--- config.mk ---
export PLATFORM = sky130hd
export DESIGN_NAME = pwr_domain_sequencer
export DESIGN_NICKNAME = d
export VERILOG_FILES = /design/src/rtl/pds_pkg.sv /design/src/rtl/pds_settle_timer.sv /design/src/rtl/pds_req_hold.sv /design/src/rtl/pwr_domain_sequencer.sv
export SDC_FILE = /design/constraint.sdc
export NUM_CORES = 1
export LEC_CHECK = 0
export BUFFER_PORTS_ARGS = -buffer_cell sky130_fd_sc_hd__buf_2
export CAP_MARGIN = 30
export CORE_ASPECT_RATIO = 1.75
export CORE_MARGIN = 5
export CORE_UTILIZATION = 43
export DETAILED_ROUTE_END_ITERATION = 16
export PLACE_DENSITY = 0.7
export SETUP_SLACK_MARGIN = 0.4
export SLEW_MARGIN = 25
export SYNTH_ARGS = -nofsm -noshare
export SYNTH_HDL_FRONTEND = slang
export SYNTH_SLANG_ARGS = --single-unit
export TNS_END_PERCENT = 1
--- constraint.sdc ---
create_clock -name clk -period 2.83 [get_ports clk]
set_input_delay 0.1415 -clock clk [delete_from_list [all_inputs] [get_ports clk]]
set_output_delay 0.1415 -clock clk [all_outputs]
set_load 0.05 [all_outputs]
--- src/rtl/pds_pkg.sv ---
package pds_pkg;

    localparam int STATE_W = 4;

    typedef enum logic [STATE_W-1:0] {
        PS_ON      = 4'd0,
        PS_ISO     = 4'd1,
        PS_CLKOFF  = 4'd2,
        PS_SAVE    = 4'd3,
        PS_OFF     = 4'd4,
        PS_PWRUP   = 4'd5,
        PS_RESTORE = 4'd6,
        PS_CLKON   = 4'd7,
        PS_DEISO   = 4'd8
    } pd_state_e;

    typedef enum logic [1:0] {
        PH_ON   = 2'd0,
        PH_DOWN = 2'd1,
        PH_OFF  = 2'd2,
        PH_UP   = 2'd3
    } pd_phase_e;

endpackage

--- src/rtl/pds_settle_timer.sv ---
module pds_settle_timer #(
    parameter int SETTLE_W = 8
) (
    input  logic                clk,
    input  logic                rst_n,
    input  logic                load,
    input  logic [SETTLE_W-1:0] load_val,
    output logic                expired
);

    localparam logic [SETTLE_W-1:0] ZERO = '0;
    localparam logic [SETTLE_W-1:0] ONE  = {{(SETTLE_W-1){1'b0}}, 1'b1};

    logic [SETTLE_W-1:0] cnt_q;

    // A zero setting behaves as one cycle.
    always_ff @(posedge clk) begin
        if (!rst_n) begin
            cnt_q <= ZERO;
        end else if (load) begin
            cnt_q <= (load_val == ZERO) ? ZERO : load_val - ONE;
        end else if (cnt_q != ZERO) begin
            cnt_q <= cnt_q - ONE;
        end
    end

    assign expired = (cnt_q == ZERO);

    p_count_down_r6: assert property (@(posedge clk) disable iff (!rst_n)
        (!load && cnt_q != ZERO) |=> (cnt_q == $past(cnt_q) - ONE));

endmodule

--- src/rtl/pds_req_hold.sv ---
module pds_req_hold (
    input  logic clk,
    input  logic rst_n,
    input  logic req_up,
    input  logic req_dn,
    input  logic down_phase,
    input  logic up_phase,
    input  logic take_up,
    input  logic take_dn,
    output logic pend_up,
    output logic pend_dn
);

    always_ff @(posedge clk) begin
        if (!rst_n) begin
            pend_up <= 1'b0;
            pend_dn <= 1'b0;
        end else begin
            if (take_up)                     pend_up <= 1'b0;
            else if (req_up && down_phase)   pend_up <= 1'b1;
            if (take_dn)                     pend_dn <= 1'b0;
            else if (req_dn && up_phase)     pend_dn <= 1'b1;
        end
    end

    p_pend_exclusive_r8: assert property (@(posedge clk) disable iff (!rst_n)
        !(pend_up && pend_dn));

endmodule

--- src/rtl/pwr_domain_sequencer.sv ---
module pwr_domain_sequencer
    import pds_pkg::*;
#(
    parameter int SETTLE_W = 8
) (
    input  logic                clk,
    input  logic                rst_n,
    input  logic                req_down,
    input  logic                req_up,
    input  logic                cfg_clk_stop,
    input  logic                cfg_use_ack,
    input  logic [SETTLE_W-1:0] cfg_settle,
    input  logic                pwr_good,
    output logic                clk_en,
    output logic                iso_en,
    output logic                ret_hold,
    output logic                ret_restore,
    output logic                pwr_en,
    output logic [STATE_W-1:0]  state_o,
    output logic [1:0]          phase_o,
    output logic                busy,
    output logic                done
);

    pd_state_e state_q, state_n;
    logic      stop_q;
    logic      off_done_q;
    logic      done_q;
    logic      expired;
    logic      pend_up, pend_dn;
    logic      go_down, go_up;
    logic      off_ok, up_ok;
    logic      down_phase, up_phase;
    logic      take_up, take_dn;
    pd_phase_e phase;

    assign go_down = req_down | pend_dn;
    assign go_up   = req_up | pend_up;
    assign off_ok  = cfg_use_ack ? !pwr_good : expired;
    assign up_ok   = cfg_use_ack ?  pwr_good : expired;

    pds_settle_timer #(.SETTLE_W(SETTLE_W)) i_timer (
        .clk      (clk),
        .rst_n    (rst_n),
        .load     (state_n != state_q),
        .load_val (cfg_settle),
        .expired  (expired)
    );

    assign down_phase = (state_q == PS_ISO) || (state_q == PS_CLKOFF) ||
                        (state_q == PS_SAVE) || (state_q == PS_OFF && !off_done_q);
    assign up_phase   = (state_q == PS_PWRUP) || (state_q == PS_RESTORE) ||
                        (state_q == PS_CLKON) || (state_q == PS_DEISO);
    assign take_dn    = (state_q == PS_ON) && go_down;
    assign take_up    = (state_q == PS_OFF) && off_done_q && go_up;

    pds_req_hold i_hold (
        .clk        (clk),
        .rst_n      (rst_n),
        .req_up     (req_up),
        .req_dn     (req_down),
        .down_phase (down_phase),
        .up_phase   (up_phase),
        .take_up    (take_up),
        .take_dn    (take_dn),
        .pend_up    (pend_up),
        .pend_dn    (pend_dn)
    );

    // Next-state decision
    always_comb begin
        state_n = state_q;
        unique case (state_q)
            PS_ON:      if (go_down)        state_n = PS_ISO;
            PS_ISO:     if (expired)        state_n = stop_q ? PS_CLKOFF : PS_SAVE;
            PS_CLKOFF:  if (expired)        state_n = PS_SAVE;
            PS_SAVE:    if (expired)        state_n = PS_OFF;
            PS_OFF:     if (take_up)        state_n = PS_PWRUP;
            PS_PWRUP:   if (up_ok)          state_n = PS_RESTORE;
            PS_RESTORE: if (expired)        state_n = stop_q ? PS_CLKON : PS_DEISO;
            PS_CLKON:   if (expired)        state_n = PS_DEISO;
            PS_DEISO:   if (expired)        state_n = PS_ON;
            default:                        state_n = PS_ON;
        endcase
    end

    // State register and sequence bookkeeping
    always_ff @(posedge clk) begin
        if (!rst_n) begin
            state_q    <= PS_ON;
            stop_q     <= 1'b0;
            off_done_q <= 1'b0;
            done_q     <= 1'b0;
        end else begin
            state_q    <= state_n;
            if (take_dn) stop_q <= cfg_clk_stop;
            off_done_q <= (state_q == PS_OFF) && (state_n == PS_OFF) &&
                          (off_done_q || off_ok);
            done_q     <= ((state_q == PS_DEISO) && expired) ||
                          ((state_q == PS_OFF) && !off_done_q && off_ok);
        end
    end

    // Outputs decoded from the state
    always_comb begin
        clk_en      = 1'b1;
        iso_en      = 1'b1;
        ret_hold    = 1'b0;
        ret_restore = 1'b0;
        pwr_en      = 1'b1;
        phase       = PH_UP;
        unique case (state_q)
            PS_ON:      begin iso_en = 1'b0; phase = PH_ON; end
            PS_ISO:     phase = PH_DOWN;
            PS_CLKOFF:  begin clk_en = 1'b0; phase = PH_DOWN; end
            PS_SAVE:    begin clk_en = !stop_q; ret_hold = 1'b1; phase = PH_DOWN; end
            PS_OFF:     begin
                            clk_en   = !stop_q;
                            ret_hold = 1'b1;
                            pwr_en   = 1'b0;
                            phase    = off_done_q ? PH_OFF : PH_DOWN;
                        end
            PS_PWRUP:   begin clk_en = !stop_q; ret_hold = 1'b1; end
            PS_RESTORE: begin clk_en = !stop_q; ret_hold = 1'b1; ret_restore = 1'b1; end
            PS_CLKON:   ;
            PS_DEISO:   ;
            default:    begin iso_en = 1'b0; phase = PH_ON; end
        endcase
    end

    assign state_o = state_q;
    assign phase_o = phase;
    assign busy    = (phase == PH_DOWN) || (phase == PH_UP);
    assign done    = done_q;

    p_iso_before_ret_r2: assert property (@(posedge clk) disable iff (!rst_n)
        $rose(ret_hold) |-> $past(iso_en));

    p_iso_falls_last_r3: assert property (@(posedge clk) disable iff (!rst_n)
        $fell(iso_en) |-> (pwr_en && clk_en && !ret_hold && !ret_restore));

    p_off_is_safe_r5: assert property (@(posedge clk) disable iff (!rst_n)
        !pwr_en |-> (iso_en && ret_hold));

    p_safe_before_cut_r5: assert property (@(posedge clk) disable iff (!rst_n)
        $fell(pwr_en) |-> ($past(iso_en) && $past(ret_hold)));

    p_ack_wait_r7: assert property (@(posedge clk) disable iff (!rst_n)
        (state_q == PS_PWRUP && cfg_use_ack && !pwr_good) |=> (state_q == PS_PWRUP));

    p_done_pulse_r10: assert property (@(posedge clk) disable iff (!rst_n)
        done |=> !done);

endmodule

==> results of run 1 <==
## layout make-up
cell class	instances	share of cell area, %
multi-input combinational	137	59.4
sequential	17	22.6
timing repair buffer	29	9.95
clock buffer	3	2.74
inverter	11	2.74
tap	28	2.32
clock inverter	1	0.332
## cells in the mapped netlist, types with 3 or more instances
master / n
dfxtp_1: 17
nor2_1: 17
nand2_1: 12
a21oi_1: 11
inv_1: 11
o21ai_0: 10
nor3_1: 9
nand3_1: 8
mux2i_1: 7
nor2b_1: 7
clkbuf_1: 5
xor2_1: 4
a31oi_1: 3
mux2_2: 3
nor3b_1: 3
nor4_1: 3
o211ai_1: 3
or3_1: 3
## cell families after synthesis
family / count (synthesis) / synth area share (%)
mux: 10 / 8.04
flops: 17 / 26.4
xor+xnor: 6 / 4.07
buf+inv: 16 / 4.65
compound gates: 46 / 25.2
fa+ha+maj: 2 / 1.94
simple gates: 73 / 29.7
## placed cells by master (no fill, tap or decap), drive strengths merged, types with 3 or more instances in the layout
cell type   n
clkbuf      3
a21oi      11
nor3       10
inv        11
o21ai      11
nor3b       3
nor4        3
dfxtp      17
or3         3
buf        29
nand2      12
xor2        4
mux2        3
nor2       18
a31oi       3
nor2b       7
nand3       8
o211ai      3
mux2i       7
## metrics by stage
step                setup slack, ps  instances  hold WS (ps)  utilization, %  power [mW]
finish                          498        226           113            52.1        1.61
global route                    409        226           123            52.1        1.71
CTS                             430        226           110            51.9        1.59
detailed placement              433        222           377            50.3        1.40
global placement                502        222           376            50.3        1.38
floorplan                       344        170           255               -        1.18
## tightest hold or removal path, stage by stage
cell     delay [ps]
buf_2            70
mux2i_1          50
nor2_1           70
## registers in the layout, indices dropped and copies added, names as in the netlist
register and cells:
i_timer.cnt_q 8, i_hold.pend_up 1, state_o 4, stop_q 1
off_done_q 1, i_hold.pend_dn 1, done 1
## per-layer routing
metal  global-route usage, %  vias up  wire length, um
li1                        -      685                -
met1                    16.3      632             1350
met2                    34.6       60             1870
met3                    2.33       11              203
met4                    12.6        0              149
met5                       0        -                0
## worst paths after layout
kind / startpoint / endpoint / slack (ps) / depth (start not counted)
worst min register to register: i_hold.pend_up / i_hold.pend_up / 500 / 2
worst max register to register: i_timer.cnt_q[0] / off_done_q / 500 / 7
worst min-delay path: cfg_clk_stop / stop_q / 110 / 3
worst max-delay path: i_timer.cnt_q[0] / off_done_q / 500 / 7
## what timing repair did
action | in CTS | in global routing
endpoints found under the setup margin | 0 | 2
resized for setup | 0 | 1
endpoints found under the hold margin | 0 | 0
## power breakdown
part / leakage (nW) / switching, mW / internal [mW]
Combinational: 0.465 / 0.636 / 0.366
Sequential: 0.140 / 0.105 / 0.313
Clock: 0.0255 / 0.0901 / 0.0981
==> run_results.csv, run 1 <==
group,metric,value,unit
outcome,status,"complete, no violations",
global_route,grt_max_degree,16,
critical_path,startpoint_type,"register",
flow_run,drv_cap,0,
synth,synth_cell_type_count,46,
cts,h-tree-depth,1,
critical_path,crit_chain,"inv_1, ha_1, or4b_4, nor2_4, mux2_2, a221oi_2, o2111a_1",
detailed_routing,routedWlPerCell,15.8,um
synth,netlist.area_leader.share,26.4,%
timing,fin_tns_setup,0,ps
floorplan,die_x,51.4,um
critical_path,cp.buffers_inverters,1,
floorplan,rows,26,
synth,synthFlopType,"dfxtp_1",
synth,netlist_area,1290,um2
cells_and_area,syn_to_final_growth,16.9,%
critical_path,slowest_stage,"or4b_4",
critical_path,max_stage_delay,550,ps
detailed_routing,final_antenna_net_count,0,
floorplan,die-area,4240,um2
cts,cts_tree,"done",
timing,rsz0062_at_grt,"false",
floorplan,initial_core_util,44.6,%
timing,min_period,2330,ps
cells_and_area,final_area,1510,um2
cts,cts_hold_buf,0,
cts,cts_buffers,3,
place,gp_congestion,0.916,
detailed_routing,dr.pass1.iters,4,
critical_path,crit_family,"simple AND/OR/NAND/NOR gates",
timing,slew_violations,0,
synth,yosys_warnings,0,
critical_path,critPathKind,"register to register",
detailed_routing,drc,0,
floorplan,design.core.area,2900,um2
cells_and_area,fill_cells,284,
synth,syn_area_per_cell,7.60,um2
critical_path,path_max_fanout,7,
cells_and_area,regArea,340,um2
detailed_routing,via_per_inst,6.14,
cts,ctsRootBufferMaster,"clkbuf_8",
synth,synthesis.nets,187,
place,port_buffers,27,
synth,syn_inst,170,
pwr,p_leak,0.630,nW
global_route,grt_pass1_wl,5620,um
cts,clockBufferDepth,2,
pwr,power_density,1070,nW/um2
place,place_area,1460,um2
critical_path,worstPathRequired,3040,ps
cts,cts.clk_slew.worst_paths,70,ps
cells_and_area,drive_gt1_share,21.7,%
hold_path,hold_path_class,"input pin to register",
timing,timing.fmax,429,MHz
place,dp_hpwl,2770,um
global_route,antenna_found_initial,0,
synth,synth.largest_area_cell,"dfxtp_1",
synth,synth-edff-count,0,
timing,slew_headroom,50.5,%
detailed_routing,drt_first_iter_violations,39,
detailed_routing,vias,1388,
cells_and_area,diodes,0,
global_route,gr-usage-all-layers,17.8,%
pwr,peakVddDrop,0.464,mV
floorplan,die_h,82.5,um
synth,synthArstFlopShare,0,%
cts,cts_setup_buffers,0,
critical_path,end_kind,"register",
synth,synth-seq-cells,17,
cells_and_area,multi_input_comb_area,896,um2
timing,final_hold_viol_count,0,
synth,ys_seq_area_share,26.4,%
critical_path,cp.arrival,2540,ps
timing,worst_pin_slew,732,ps
cts,insertion_delay,260,ps
cells_and_area,layout.nets,216,
timing,min_period_over_period,82.4,%
global_route,grt_overflow,0,
synth,yosys-top-cells-area,"dfxtp_1 (26%), mux2i_1 (5.4%), nor2_1 (4.9%)",
cts,cts_sinks,17,
global_route,grt_pass1_vias,1314,
floorplan,num_io_pins,28,
timing,setup-violations-final,0,
timing,finClkSkew,6.44,ps
detailed_routing,wl,3570,um
(Power assumes the default switching activity.)
==> inputs of run 2 (changes only) <==
ABC_AREA = 1   (was not set)
PLACE_DENSITY = 0.73   (was 0.7)
clock period = 2.1 ns   (was 2.83 ns; I/O delays follow)
==> run_results.csv, run 2 <==
group,metric,value,unit
cells_and_area,drive_gt1_share,34.7,%
detailed_routing,routedWlPerCell,12.7,um
cts,cts_sinks,17,
global_route,gr-usage-all-layers,19.0,%
timing,min_period_over_period,92.1,%
synth,synth-edff-count,0,
pwr,power_density,1500,nW/um2
critical_path,cp.arrival,2060,ps
detailed_routing,dr.pass1.iters,4,
synth,synthesis.nets,249,
pwr,p_leak,0.945,nW
cts,cts_hold_buf,0,
global_route,grt_pass1_wl,6470,um
critical_path,critPathKind,"register to register",
cells_and_area,largest_reg_flops,8,
cells_and_area,layoutNonFillerInstCount,320,
floorplan,die_x,52.6,um
place,gp_congestion,0.942,
synth,syn_area_per_cell,5.88,um2
synth,netlist_area,1370,um2
cells_and_area,diodes,0,
critical_path,crit_family,"simple AND/OR/NAND/NOR gates",
detailed_routing,wl,4070,um
critical_path,end_kind,"register",
global_route,grt_overflow,0,
critical_path,cp.buffers_inverters,2,
synth,synth-seq-cells,17,
synth,ys_seq_area_share,24.9,%
cts,ctsRootBufferMaster,"clkbuf_8",
cells_and_area,largest-register,"i_timer.cnt_q",
synth,synthFlopType,"dfxtp_1",
synth,syn_inst,232,
timing,final_hold_viol_count,0,
synth,synth-simple-area-share,39.6,%
synth,synth_top_family_by_area,"simple AND/OR/NAND/NOR gates",
cts,cts_tree,"done",
cells_and_area,final_util,59.1,%
global_route,grt_max_degree,12,
timing,setup-violations-final,0,
cells_and_area,final_cell_mix,"nand2_1 (50), inv_1 (38), buf_2 (25), nor2_1 (23), buf_4 (16)",
floorplan,rows,27,
cts,insertion_delay,250,ps
timing,worst_pin_slew,431,ps
floorplan,die-area,4450,um2
cells_and_area,regArea,355,um2
synth,netlist.area_leader.share,24.9,%
synth,synthArstFlopShare,0,%
cts,clockBufferDepth,2,
floorplan,design.core.area,3110,um2
critical_path,slowest_stage,"dfxtp_1",
cts,cts_buffers,3,
place,dp_hpwl,3110,um
detailed_routing,vias,1661,
cells_and_area,syn_to_final_growth,34.6,%
timing,timing.fmax,517,MHz
critical_path,crit_chain,"inv_1, nand2_1, nor2_2, nand2_2, nand2_1, nand2_1, nand2_2, nand2_2, nand2_2, nor2_1, nor2_4, buf_4, o211ai_1, nand2_1, nor2_1",
pwr,total_power,2.75,mW
synth,synth_fa_ha_area_share,1.83,%
global_route,antenna_found_initial,0,
cells_and_area,multi_input_comb_area,955,um2
timing,slew_violations,0,
detailed_routing,final_antenna_net_count,0,
detailed_routing,via_per_inst,5.19,
cts,h-tree-depth,1,
detailed_routing,drt_first_iter_violations,40,
synth,synth_top_cells_by_count,"nand2_1 (61), inv_1 (41), nor2_1 (28)",
timing,finClkSkew,1.82,ps
floorplan,initial_core_util,43.9,%
synth,yosys_warnings,0,
critical_path,startpoint_type,"register",
global_route,grt_pass1_vias,1665,
floorplan,num_io_pins,28,
cells_and_area,layout.nets,295,
place,placed_cells,303,
cells_and_area,fill_cells,334,
critical_path,path_max_fanout,6,
timing,slew_headroom,71.3,%
hold_path,hold_path_class,"input pin to register",
timing,min_period,1930,ps
synth,synth_compound_area_share,16.8,%
critical_path,max_stage_delay,310,ps
pwr,peakVddDrop,0.833,mV
cells_and_area,final_common_cell,"nand2_1",
flow_run,drv_cap,0,
synth,synthXorXnorAreaFrac,3.21,%
synth,synth_cell_type_count,29,
outcome,status,"complete, no violations",
timing,rsz0062_at_grt,"true",
synth,synth.most_common_cell,"nand2_1",
detailed_routing,drc,0,
cts,cts.clk_slew.worst_paths,60,ps
synth,yosys-top-cells-area,"dfxtp_1 (25%), nand2_1 (17%), inv_1 (11%)",
floorplan,die_h,84.5,um
synth,synth_mux_area_share,0,%
critical_path,worstPathRequired,2230,ps
synth,synth.largest_area_cell,"dfxtp_1",
place,port_buffers,27,
## run 2: cells by family after synthesis
logic type                 count (synthesis)
and+or+nand+nor                          122
adders and majority gates                  2
DFF                                       17
AOI/OAI and AO/OA                         40
buffers and inverters                     46
xor gates and xnor gates                   5
## run 2: worst min-delay path, stage by stage
cell and delay, ps:
buf_2 70, o21ai_0 70, a21oi_1 120
## run 2: per-stage QoR
| step | setup slack (ps) | hold slack (ps) | setup TNS (ps) | cell area, um2 |
|---|---|---|---|---|
| 2_1_floorplan | 346 | 243 | 0 | 1420 |
| 3_3_place_gp | 119 | 394 | 0 | 1610 |
| 3_5_place_dp | 69.6 | 419 | 0 | 1610 |
| 4_1_cts | 192 | 158 | 0 | 1780 |
| 5_1_grt | -9.39 | 161 | -20.8 | 1840 |
| 6_report | 166 | 163 | 0 | 1840 |
## run 2: area by class of cell
cell class              instances  area share, %
clock buffers                   4           2.45
well taps                      43           2.93
flip-flops and latches         17           19.3
inverters                      44           9.39
repair buffers                 42           14.0
multi-input cells             170           51.9
## run 2: repair_timing
action                                  in CTS  in global routing
pin swaps                                    8                  8
gates cloned                                 1                  0
endpoints found under the setup margin      11                 12
setup buffers                               10                  2
resized for setup                           14                 13
## run 2: per-layer routing
layer / part of all wire, % / GRT usage, % / vias up
met5: 0 / 0 / -
met4: 7.3 / 17.4 / 0
met3: 4.6 / 2.49 / 27
met2: 54 / 35.7 / 63
met1: 34 / 15.4 / 745
li1: - / - / 826
## run 2: path summary, 6_finish.rpt
path,from,endpoint,slack [ps],cells past startpoint
hold / removal,cfg_clk_stop,stop_q,160,3
setup / recovery,i_timer.cnt_q[6],i_timer.cnt_q[5],170,15
setup reg to reg,i_timer.cnt_q[6],i_timer.cnt_q[5],170,15
hold reg to reg,i_hold.pend_dn,i_hold.pend_dn,500,2
## run 2: power breakdown
part / total [mW] / internal (mW) / switching [mW]
Clock: 0.245 / 0.135 / 0.110
Sequential: 0.524 / 0.423 / 0.102
Combinational: 1.98 / 0.732 / 1.25
Total: 2.75 / 1.29 / 1.46
==> inputs of run 3 (changes only) <==
RECOVER_POWER = 100   (was not set)
==> run_results.csv, run 3 (synthesized netlist as in run 2, its figures left out) <==
group,metric,value,unit
critical_path,r2r_slack,140,ps
hold_path,hold_depth,3,
critical_path,critPathKind,"register to register",
pwr,power_density,1500,nW/um2
detailed_routing,routedWlPerCell,12.8,um
cts,cts.clk_slew.worst_paths,70,ps
critical_path,cp.arrival,2090,ps
place,port_buffers,27,
floorplan,die_h,84.5,um
cts,insertion_delay,250,ps
global_route,grt_overflow,0,
timing,timing.fmax,511,MHz
critical_path,slowest_stage,"dfxtp_1",
global_route,grt_pass1_vias,1665,
hold_path,hold_start,"cfg_clk_stop",
timing,setup-violations-final,0,
detailed_routing,wl,4080,um
flow_run,drv_cap,0,
place,gp_congestion,0.942,
timing,finClkSkew,2.65,ps
cells_and_area,largest_reg_flops,8,
critical_path,r2r-start,"i_timer.cnt_q[1]",
pwr,p_leak,0.908,nW
cells_and_area,largest-register,"i_timer.cnt_q",
cells_and_area,final_util,58.7,%
critical_path,crit_family,"simple AND/OR/NAND/NOR gates",
cts,clockBufferDepth,2,
timing,slew_headroom,59.9,%
critical_path,worstPathRequired,2230,ps
cts,cts_hold_buf,0,
timing,worst_pin_slew,604,ps
critical_path,cp_common_cell,"nand2_2",
timing,timing.hold.ws,160,ps
cts,cts_sinks,17,
global_route,grt_max_degree,12,
timing,min_period_over_period,93.2,%
cts,ctsRootBufferMaster,"clkbuf_8",
floorplan,initial_core_util,43.9,%
cts,h-tree-depth,1,
cells_and_area,layout.nets,295,
critical_path,crit_chain,"inv_2, ha_4, nand2_2, nor2_4, nand2_2, nand2_1, nand2_1, nand2_2, nand2_2, nand2_2, nand2_2, nand2_2, nor2_4, nand2_4, inv_4, nand2_1, nand2_1, nor2_1",
global_route,antenna_found_initial,0,
timing,rsz0062_at_grt,"true",
detailed_routing,drc,0,
cells_and_area,diodes,0,
cts,cts_tree,"done",
critical_path,end_kind,"register",
critical_path,reg2regPathDepth,18,
global_route,gr-usage-all-layers,19.0,%
cells_and_area,final_cell_mix,"nand2_1 (50), inv_1 (38), nor2_1 (23), buf_2 (14), buf_4 (14)",
detailed_routing,via_per_inst,5.26,
detailed_routing,dr.pass1.iters,4,
timing,final_hold_viol_count,0,
hold_path,hold_end,"stop_q",
place,dp_hpwl,3110,um
critical_path,path_max_fanout,6,
outcome,status,"complete, no violations",
cells_and_area,syn_to_final_growth,33.6,%
floorplan,die-area,4450,um2
critical_path,max_stage_delay,350,ps
floorplan,die_x,52.6,um
detailed_routing,final_antenna_net_count,0,
detailed_routing,vias,1682,
global_route,grt_pass1_wl,6470,um
floorplan,rows,27,
cts,cts_buffers,3,
floorplan,num_io_pins,28,
critical_path,cp.buffers_inverters,2,
cells_and_area,drive_gt1_share,30.7,%
pwr,peakVddDrop,0.823,mV
timing,slew_violations,0,
detailed_routing,drt_first_iter_violations,40,
cells_and_area,fill_cells,337,
place,pre_cts_ws,69.6,ps
floorplan,design.core.area,3110,um2
timing,fin_ws,142,ps
hold_path,hold_path_class,"input pin to register",
critical_path,regToRegEndpoint,"i_timer.cnt_q[4]",
timing,min_period,1960,ps
cells_and_area,final_common_cell,"nand2_1",
critical_path,startpoint_type,"register",
run 3: cell types whose count changed in the layout (fill, tap and decap cells not counted):
| cell | before | now |
|---|---|---|
| buf_2 | 25 | 14 |
| clkbuf_1 | 1 | 11 |
| buf_4 | 16 | 14 |
| clkbuf_4 | 0 | 2 |
| clkbuf_2 | 0 | 1 |
| dfxtp_1 | 11 | 12 |
| dfxtp_2 | 3 | 2 |
run 3: area by class of cell:
class                           count  area (um2)  share of cell area [%]
Tap cell                           43        53.8                    2.95
Multi-Input combinational cell    170         955                    52.3
Timing Repair Buffer               42         244                    13.4
Sequential cell                    17         354                    19.4
Inverter                           44         173                    9.47
Clock buffer                        4        45.0                    2.47
run 3: worst max path at each step:
stage | to | cells after the start | slack (ps) | from
after floorplan | i_timer.cnt_q[3] | 16 | 350 | i_timer.cnt_q[0]
after global placement | i_timer.cnt_q[0] | 16 | 120 | i_timer.cnt_q[1]
after detailed placement | i_timer.cnt_q[0] | 16 | 70 | i_timer.cnt_q[1]
after CTS | i_timer.cnt_q[3] | 16 | 190 | i_timer.cnt_q[0]
after global routing | i_timer.cnt_q[3] | 16 | -20 | i_timer.cnt_q[1]
final | i_timer.cnt_q[4] | 18 | 140 | i_timer.cnt_q[1]
run 3: stage by stage:
step	total power, mW	std cells	instance area (um2)	TNS [ps]
2_1_floorplan	1.77	232	1420	0
3_3_place_gp	2.10	303	1610	0
3_5_place_dp	2.11	303	1610	0
4_1_cts	2.60	318	1780	0
5_1_grt	2.95	320	1820	-43.3
6_report	2.74	320	1820	0
run 3: per-layer routing:
metal	GRT usage, %	share of wire [%]
met3	2.49	5.3
met2	35.7	54
met1	15.4	33
met4	17.4	7.0
met5	0	0
run 3: timing repair:
item                       CTS  global route
setup endpoints to repair   11            12
pin swaps                    8             8
setup buffers               10             2
gates cloned                 1             0
hold endpoints to repair     0             0
resized for setup           14            13
run 3: tightest hold or removal path, stage by stage:
cell	delay [ps]
buf_2	70
o21ai_0	70
a21oi_1	120
run 3: report_power, final:
part	switching [mW]	internal, mW	leakage [nW]
clock network	0.112	0.135	0.0228
logic	1.25	0.720	0.742
registers	0.103	0.421	0.143
total	1.46	1.28	0.908
